[src/rtl/l2irq_pkg.sv]
package l2irq_pkg;

  typedef enum logic [0:0] {
    MODE_LEVEL   = 1'b0,
    MODE_LATCHED = 1'b1
  } irq_mode_e;

  // decoded write targets
  typedef struct packed {
    logic ack;
    logic mask_on;
    logic mask_off;
  } wr_sel_t;

  // decoded read targets
  typedef struct packed {
    logic pend;
    logic mask_view;
  } rd_sel_t;

  localparam int unsigned OFS_PEND = 32'h00;
  localparam int unsigned OFS_ACK  = 32'h08;

  function automatic int unsigned ofs_mask_view(irq_mode_e m);
    return (m == MODE_LATCHED) ? 32'h0C : 32'h04;
  endfunction

  function automatic int unsigned ofs_mask_on(irq_mode_e m);
    return (m == MODE_LATCHED) ? 32'h10 : 32'h08;
  endfunction

  function automatic int unsigned ofs_mask_off(irq_mode_e m);
    return (m == MODE_LATCHED) ? 32'h14 : 32'h0C;
  endfunction

endpackage

[src/rtl/l2irq_rst_sync.sv]
module l2irq_rst_sync (
  input  logic clk,
  input  logic rst_n,
  output logic rst_sync_n
);

  logic [1:0] stg_q;

  always_ff @(posedge clk or negedge rst_n) begin
    if (!rst_n) stg_q <= 2'b00;
    else        stg_q <= {stg_q[0], 1'b1};
  end

  assign rst_sync_n = stg_q[1];

endmodule

[src/rtl/l2irq_decode.sv]
module l2irq_decode
  import l2irq_pkg::*;
#(
  parameter irq_mode_e   MODE   = MODE_LATCHED,
  parameter int unsigned ADDR_W = 8
) (
  input  logic [ADDR_W-1:0] addr,
  input  logic              wr,
  input  logic              rd,
  output wr_sel_t           wsel,
  output rd_sel_t           rsel
);

  localparam logic [ADDR_W-1:0] A_PEND = ADDR_W'(OFS_PEND);
  localparam logic [ADDR_W-1:0] A_ACK  = ADDR_W'(OFS_ACK);
  localparam logic [ADDR_W-1:0] A_MV   = ADDR_W'(ofs_mask_view(MODE));
  localparam logic [ADDR_W-1:0] A_MON  = ADDR_W'(ofs_mask_on(MODE));
  localparam logic [ADDR_W-1:0] A_MOFF = ADDR_W'(ofs_mask_off(MODE));
  localparam logic              HAS_ACK = (MODE == MODE_LATCHED);

  always_comb begin
    wsel          = '0;
    rsel          = '0;
    wsel.ack      = HAS_ACK && wr && (addr == A_ACK);
    wsel.mask_on  = wr && (addr == A_MON);
    wsel.mask_off = wr && (addr == A_MOFF);
    rsel.pend     = rd && (addr == A_PEND);
    rsel.mask_view = rd && (addr == A_MV);
  end

endmodule

[src/rtl/l2irq_pending.sv]
module l2irq_pending
  import l2irq_pkg::*;
#(
  parameter irq_mode_e   MODE    = MODE_LATCHED,
  parameter int unsigned NUM_SRC = 32
) (
  input  logic               clk,
  input  logic               rst_n,
  input  logic [NUM_SRC-1:0] src,
  input  logic               ack_en,
  input  logic [NUM_SRC-1:0] ack_bits,
  output logic [NUM_SRC-1:0] pend
);

  if (MODE == MODE_LATCHED) begin : g_latched
    logic [NUM_SRC-1:0] src_q;
    logic [NUM_SRC-1:0] pend_q;
    logic [NUM_SRC-1:0] pend_nxt;
    logic [NUM_SRC-1:0] rise;
    logic               pend_upd;

    for (genvar i = 0; i < NUM_SRC; i++) begin : g_bit
      assign rise[i]     = src[i] & ~src_q[i];
      // a new edge outranks an acknowledge in the same cycle
      assign pend_nxt[i] = rise[i] | (pend_q[i] & ~(ack_en & ack_bits[i]));
    end

    assign pend_upd = ack_en | (|rise);

    always_ff @(posedge clk or negedge rst_n) begin
      if (!rst_n) begin
        src_q  <= '0;
        pend_q <= '0;
      end else begin
        src_q <= src;
        if (pend_upd) pend_q <= pend_nxt;
      end
    end

    assign pend = pend_q;
  end else begin : g_level
    assign pend = src;
  end

endmodule

[src/rtl/l2irq_mask.sv]
module l2irq_mask #(
  parameter int unsigned NUM_SRC = 32
) (
  input  logic               clk,
  input  logic               rst_n,
  input  logic               on_en,
  input  logic               off_en,
  input  logic [NUM_SRC-1:0] wdata,
  output logic [NUM_SRC-1:0] mask
);

  logic [NUM_SRC-1:0] mask_q;
  logic [NUM_SRC-1:0] mask_nxt;
  logic               mask_upd;

  always_comb begin
    mask_nxt = mask_q;
    if (on_en)  mask_nxt = mask_nxt | wdata;
    if (off_en) mask_nxt = mask_nxt & ~wdata;
  end

  assign mask_upd = on_en | off_en;

  always_ff @(posedge clk or negedge rst_n) begin
    if (!rst_n)        mask_q <= '1;
    else if (mask_upd) mask_q <= mask_nxt;
  end

  assign mask = mask_q;

endmodule

[src/rtl/l2irq_aggregator.sv]
module l2irq_aggregator
  import l2irq_pkg::*;
#(
  parameter irq_mode_e   MODE    = MODE_LATCHED,
  parameter int unsigned NUM_SRC = 32,
  parameter int unsigned ADDR_W  = 8
) (
  input  logic               clk,
  input  logic               rst_n,
  input  logic [NUM_SRC-1:0] src_in,
  input  logic               bus_wr,
  input  logic               bus_rd,
  input  logic [ADDR_W-1:0]  bus_addr,
  input  logic [NUM_SRC-1:0] bus_wdata,
  output logic [NUM_SRC-1:0] bus_rdata,
  output logic               irq_out
);

  logic               rst_sync_n;
  wr_sel_t            wsel;
  rd_sel_t            rsel;
  logic [NUM_SRC-1:0] pend_vec;
  logic [NUM_SRC-1:0] mask_vec;
  logic [NUM_SRC-1:0] rdata_nxt;
  logic [NUM_SRC-1:0] rdata_q;
  logic               irq_nxt;
  logic               irq_q;

  l2irq_rst_sync i_rst_sync (
    .clk        (clk),
    .rst_n      (rst_n),
    .rst_sync_n (rst_sync_n)
  );

  l2irq_decode #(.MODE(MODE), .ADDR_W(ADDR_W)) i_decode (
    .addr (bus_addr),
    .wr   (bus_wr),
    .rd   (bus_rd),
    .wsel (wsel),
    .rsel (rsel)
  );

  l2irq_pending #(.MODE(MODE), .NUM_SRC(NUM_SRC)) i_pending (
    .clk      (clk),
    .rst_n    (rst_sync_n),
    .src      (src_in),
    .ack_en   (wsel.ack),
    .ack_bits (bus_wdata),
    .pend     (pend_vec)
  );

  l2irq_mask #(.NUM_SRC(NUM_SRC)) i_mask (
    .clk    (clk),
    .rst_n  (rst_sync_n),
    .on_en  (wsel.mask_on),
    .off_en (wsel.mask_off),
    .wdata  (bus_wdata),
    .mask   (mask_vec)
  );

  always_comb begin
    rdata_nxt = '0;
    if (rsel.pend)      rdata_nxt = pend_vec;
    if (rsel.mask_view) rdata_nxt = mask_vec;
  end

  assign irq_nxt = |(pend_vec & ~mask_vec);

  always_ff @(posedge clk or negedge rst_sync_n) begin
    if (!rst_sync_n) begin
      rdata_q <= '0;
      irq_q   <= 1'b0;
    end else begin
      rdata_q <= rdata_nxt;
      irq_q   <= irq_nxt;
    end
  end

  assign bus_rdata = rdata_q;
  assign irq_out   = irq_q;

endmodule

[config.mk]
export PLATFORM = sky130hd
export DESIGN_NAME = l2irq_aggregator
export DESIGN_NICKNAME = d
export VERILOG_FILES = /design/src/rtl/l2irq_pkg.sv /design/src/rtl/l2irq_rst_sync.sv /design/src/rtl/l2irq_decode.sv /design/src/rtl/l2irq_pending.sv /design/src/rtl/l2irq_mask.sv /design/src/rtl/l2irq_aggregator.sv
export SDC_FILE = /design/constraint.sdc
export NUM_CORES = 1
export LEC_CHECK = 0
export ABC_CLOCK_PERIOD_IN_PS = 10650
export BUFFER_PORTS_ARGS = -buffer_cell sky130_fd_sc_hd__buf_4
export CAP_MARGIN = 20
export CORE_MARGIN = 2
export CORE_UTILIZATION = 40
export CTS_BUF_LIST = sky130_fd_sc_hd__clkbuf_4 sky130_fd_sc_hd__clkbuf_8
export DETAILED_ROUTE_END_ITERATION = 8
export SETUP_SLACK_MARGIN = 0.5
export SLEW_MARGIN = 10
export SYNTH_ARGS = -nofsm -noshare
export SYNTH_HDL_FRONTEND = slang
export SYNTH_SLANG_ARGS = --single-unit
export TNS_END_PERCENT = 10
[constraint.sdc]
create_clock -name clk -period 10.65 [get_ports clk]
set_clock_uncertainty 0.05 [all_clocks]
set_input_delay 0.5325 -clock clk [delete_from_list [all_inputs] [get_ports clk]]
set_output_delay 0.5325 -clock clk [all_outputs]
set_load 0.01 [all_outputs]
==> flow_summary.json, run 1 <==
{
  "portBuffers": 108,
  "die_h_um": 115,
  "cts_resized": 0,
  "cts_tree": "built",
  "end_kind": "flip-flop",
  "maxSlewHeadroom_pct": 41.7,
  "cp_data_required_time_ns": 10.96,
  "cp-start-kind": "input port",
  "rsz0062_at_grt": "false",
  "cts_max_level": 4,
  "insertion_delay_ns": 0.43,
  "yosysTopAreaCell": "dfrtp_1",
  "setup_tns_ns": 0,
  "viasPerCell": 5.05,
  "yosysWarnings": 0,
  "ys_ff_latch": 131,
  "cp.arrival_ns": 2.18,
  "via_count": 3458,
  "coreArea_um2": 12000,
  "wl_per_cell_um": 16.7,
  "synth_nets": 483,
  "grt_pass1_vias": 3574,
  "dr.pass1.iters": 4,
  "initial_utilization_pct": 40.9,
  "worst-r2r-setup-slack_ns": 9.09,
  "final_util_pct": 52.6,
  "wl_um": 11400,
  "grtUsageTotal_pct": 18.9,
  "grt_start_max_net_pins": 86,
  "synth_top_area_share_pct": 50.7,
  "final_hold_viol_count": 0,
  "powerDensity_nw_per_um2": 157,
  "endpoint": "bus_rdata[20]",
  "syn2layout_area_growth_pct": 28.6,
  "clk_pin_slew_ns": 0.07,
  "netlist_area_um2": 4890,
  "criticalPathCategory": "in -> reg",
  "synth.avg_cell_area_um2": 12.0,
  "ys_seq_area_share_pct": 67.9,
  "grt_first_pass_wirelength_um": 18500,
  "rows": 40,
  "cts_buffer_depth": 2,
  "cts_buffers": 17,
  "die_width_um": 115,
  "min_period_over_period_pct": 17.5,
  "final_common_cell": "buf_4",
  "maxSlewViolCount": 0,
  "synthTopCellsByArea": "dfrtp_1, dfstp_2, a22o_1",
  "nets": 601,
  "synth_cell_types": 21,
  "drt_iter0_drc": 172,
  "r2r_cells": 2,
  "gp_congestion": 0.755,
  "dieArea_um2": 13100,
  "fmax_mhz": 535,
  "irDropWorstVdd_mv": 0.0848,
  "drc_errors": 0,
  "n_antenna_cell": 0,
  "antenna_found_initial": 0,
  "period_minus_slack_ns": 1.87,
  "p_leak_nw": 3.23,
  "hold_path.class": "in -> reg",
  "syn_inst": 407,
  "worst_slew_pin_slew_ns": 0.872,
  "layout_common_cells": "buf_4, dfrtp_1, inv_1, a22o_1, a21oi_1",
  "cts_sinks": 131,
  "crit_fanout": 32,
  "drive_above_1_share_pct": 34.2,
  "finalSetupViolations": 0,
  "postCtsHoldBufs": 1,
  "drtAntennaViolNets": 0,
  "place_hpwl_um": 7480,
  "cts_root_buffer": "clkbuf_8",
  "ioPinCount": 109,
  "startpoint": "bus_addr[3]",
  "status": "finished, final reports clean",
  "overflow": 0,
  "r2r_start": "i_rst_sync.stg_q[1]",
  "cts_setup_buffers": 0,
  "drv_cap": 0
}
==> Yosys cell counts, drive strengths merged <==
cell	count
nor2	2
a21oi	64
buf	15
inv	65
a22o	64
conb	1
clkbuf	1
and3b	1
o22ai	16
or4	1
nand2	35
nor3	2
dfstp	32
and3	1
nand4	1
dfrtp	99
nor4	6
or3	1
==> critical path, cell delays in order <==
cell	delay, ns
buf_4	0.13
or4_4	0.57
nor2_4	0.68
a22o_1	0.25
==> area by class of cell <==
type / instances / area, um^2
sequential: 131 / 3320
timing repair buffer: 115 / 886
fill: 1075 / 5680
clock buffer: 22 / 297
multi-input combinational: 195 / 1250
inverter: 65 / 244
tap: 147 / 184
clock inverter: 10 / 105
==> how the worst min path moves through the flow <==
stage / slack, ns / cells after the start / endpoint / start
6_report: 0.17 / 1 / i_pending.g_latched.src_q[18] / src_in[18]
4_1_cts: 0.13 / 1 / i_pending.g_latched.src_q[5] / src_in[5]
2_1_floorplan: 0.19 / 0 / i_rst_sync.stg_q[0] / rst_n
5_1_grt: 0.12 / 1 / i_pending.g_latched.src_q[22] / src_in[22]
3_3_place_gp: 0.27 / 1 / i_rst_sync.stg_q[0] / rst_n
3_5_place_dp: 0.27 / 1 / i_rst_sync.stg_q[0] / rst_n
==> metal layers <==
layer	vias up	global-route usage, %	routed length (um)
met5	-	0	0
li1	1645	-	-
met1	1696	24.5	5160
met3	15	6.25	556
met4	0	6.59	191
met2	102	29.8	5520
==> stage by stage <==
stage	power [mW]	cells	instance area [um^2]	setup WS [ns]	hold slack (ns)
after floorplan	0.547	407	4890	6.74	0.187
after global placement	0.580	651	5850	8.36	0.266
after detailed placement	0.582	651	5850	8.32	0.267
after CTS	1.00	684	6260	8.71	0.128
after global routing	1.04	685	6290	8.71	0.115
final	0.989	685	6290	8.78	0.166
==> logic make-up (layout without fill, tap and decap cells) <==
group	after synthesis	after routing	share of synthesized area (%)
flops	131	131	67.9
other cells	1	1	0.0767
compound gates	144	144	20.1
buf+inv	81	212	6.99
simple gates	50	50	4.97
==> power breakdown <==
group          switching, mW  leakage (nW)  total, mW  internal (mW)
clock                  0.182         0.208      0.415          0.233
combinational         0.0234          1.56     0.0486         0.0252
sequential            0.0102          1.46      0.526          0.515
total                  0.215          3.23      0.989          0.774
(Power assumes the default switching activity.)
==> run 2: changes to the inputs <==
--- a/config.mk
+++ b/config.mk
@@ -5,7 +5,7 @@
 export SDC_FILE = /design/constraint.sdc
 export NUM_CORES = 1
 export LEC_CHECK = 0
-export ABC_CLOCK_PERIOD_IN_PS = 10650
+export ABC_CLOCK_PERIOD_IN_PS = 1500
 export BUFFER_PORTS_ARGS = -buffer_cell sky130_fd_sc_hd__buf_4
 export CAP_MARGIN = 20
 export CORE_MARGIN = 2
==> constraint.sdc (replaced) <==
create_clock -name clk -period 1.5 [get_ports clk]
set_clock_uncertainty 0.05 [all_clocks]
set_input_delay 0.075 -clock clk [delete_from_list [all_inputs] [get_ports clk]]
set_output_delay 0.075 -clock clk [all_outputs]
set_load 0.01 [all_outputs]
==> run 2 against run 1 <==
  * Setup slack worse by 8.6 ns
  * Global-route usage rose by 1.5 points
  * Non-clock buffer count up 93
  * Register-to-register slack lost 8.9 ns
  * Sequential power rose to 7.1 times the previous value
  * Via count up 10%
  * Clock-buffer cell count up 3
  * Sequential share of layout area shrank 8.8 points
  * Combinational power grew to 11 times the previous value
  * Cell area is 20% higher
  * Critical path type is now reg -> reg
  * Highest routed layer unchanged
==> flow_summary.json, run 2 (synthesis results as in run 1) <==
{
  "setup_slack_ns": 0.144,
  "via_count": 3807,
  "cell_internal_pwr_mw": 5.66,
  "fmax_mhz": 738,
  "cts_tree": "built",
  "cts_sinks": 131,
  "pwr-share-seq_pct": 51.6,
  "die_width_um": 115,
  "insertion_delay_ns": 0.43,
  "portBuffers": 108,
  "min_period_over_period_pct": 90.4,
  "wl_um": 13200,
  "cts_buffer_depth": 2,
  "p_leak_nw": 3.81,
  "irDropWorstVdd_mv": 0.640,
  "drc_errors": 0,
  "dr.pass1.iters": 4,
  "final_hold_viol_count": 0,
  "initial_utilization_pct": 40.9,
  "drive_above_1_share_pct": 35.2,
  "powerDensity_nw_per_um2": 956,
  "crit_fanout": 3,
  "drtAntennaViolNets": 0,
  "drv_cap": 0,
  "finalSetupViolations": 0,
  "clk_pin_slew_ns": 0.07,
  "cp_data_required_time_ns": 1.73,
  "min_path_cells": 5,
  "viasPerCell": 4.90,
  "drt_iter0_drc": 197,
  "setup_tns_ns": 0,
  "cp-start-kind": "flip-flop",
  "end_kind": "flip-flop",
  "place_ws_ns": -0.0696,
  "pwr-share-comb_pct": 7.7,
  "n_antenna_cell": 0,
  "syn2layout_area_growth_pct": 54.2,
  "wl_per_cell_um": 17.0,
  "p_sw_share_pct": 21.4,
  "overflow": 0,
  "nets": 694,
  "grt_first_pass_wirelength_um": 20000,
  "place_hpwl_um": 7640,
  "gp_congestion": 0.797,
  "clock_power_share_pct": 40.7,
  "ioPinCount": 109,
  "cp.arrival_ns": 1.59,
  "grt_pass1_vias": 3942,
  "layout_common_cells": "buf_4, dfrtp_1, dlygate4sd3_1, inv_1, a22o_1",
  "hold_path.class": "in -> reg",
  "maxSlewViolCount": 0,
  "antenna_found_initial": 0,
  "rsz0062_at_grt": "true",
  "instances_no_fill": 777,
  "cts_root_buffer": "clkbuf_8",
  "criticalPathCategory": "reg -> reg",
  "coreArea_um2": 12000,
  "switching_power_mw": 1.54,
  "period_minus_slack_ns": 1.36,
  "dp.cells": 658,
  "r2r_cells": 3,
  "hold_ws_ns": 0.198,
  "status": "finished, final reports clean",
  "final_common_cell": "buf_4",
  "final_util_pct": 63.0,
  "die_h_um": 115,
  "grtUsageTotal_pct": 20.4,
  "rows": 40,
  "cts_buffers": 17,
  "dieArea_um2": 13100,
  "cts_max_level": 4,
  "grt_start_max_net_pins": 73
}
[run 2: layout make-up]
| cell class | count | area, um^2 |
|---|---|---|
| Clock buffer | 25 | 313 |
| Clock inverter | 6 | 80.1 |
| Fill cell | 931 | 4430 |
| Inverter | 65 | 244 |
| Multi-Input combinational cell | 195 | 1360 |
| Sequential cell | 131 | 3320 |
| Tap cell | 147 | 184 |
| Timing Repair Buffer | 208 | 2040 |
[run 2: power by group through the flow]
| stage | sequential, mW | combinational [mW] | clock (mW) |
|---|---|---|---|
| after floorplan | 3.81 | 0.0761 | 0 |
| after global placement | 3.77 | 0.368 | 0 |
| after detailed placement | 3.77 | 0.381 | 0 |
| after CTS | 3.71 | 0.534 | 2.99 |
| after global routing | 3.72 | 0.608 | 3.17 |
| final | 3.71 | 0.553 | 2.93 |
[run 2: worst max-delay path, cell delays in order, from the launching register on]
cell and delay (ns):
dfstp_2 0.54, o22ai_1 0.10, nor4_2 0.36, nand4_1 0.16
[run 2: what timing repair did]
action | CTS | global route
cloned | 2 | 5
resized for setup | 16 | 22
setup buffers | 5 | 10
endpoints found under the setup margin | 130 | 130
endpoints found under the hold margin | 98 | 0
hold buffers | 66 | 0
pin swaps | 4 | 15
[run 2: final timing paths]
path / from / endpoint / slack [ns]
max reg2reg: flip-flop / irq_out / 0.14
min in group asynchronous: i_rst_sync.stg_q[1] / i_pending.pend[20] / 0.29
min reg2reg: i_rst_sync.stg_q[1] / i_pending.pend[20] / 0.29
max in group asynchronous: i_rst_sync.stg_q[1] / asynchronous set/reset pin / 0.73
max: flip-flop / irq_out / 0.14
min: bus_addr[3] / flip-flop / 0.20
[run 2: through the flow]
stage	instance area [um^2]	power (mW)
4_1_cts	7220	7.24
5_1_grt	7540	7.50
6_report	7540	7.20
3_3_place_gp	5990	4.14
2_1_floorplan	4890	3.88
3_5_place_dp	5990	4.16
[run 2: layer usage]
metal  track usage, %  share of wire (%)
met1             26.2                 45
met5                0                  0
met3             5.77                3.6
met2             33.8                 50
met4             6.10                1.3
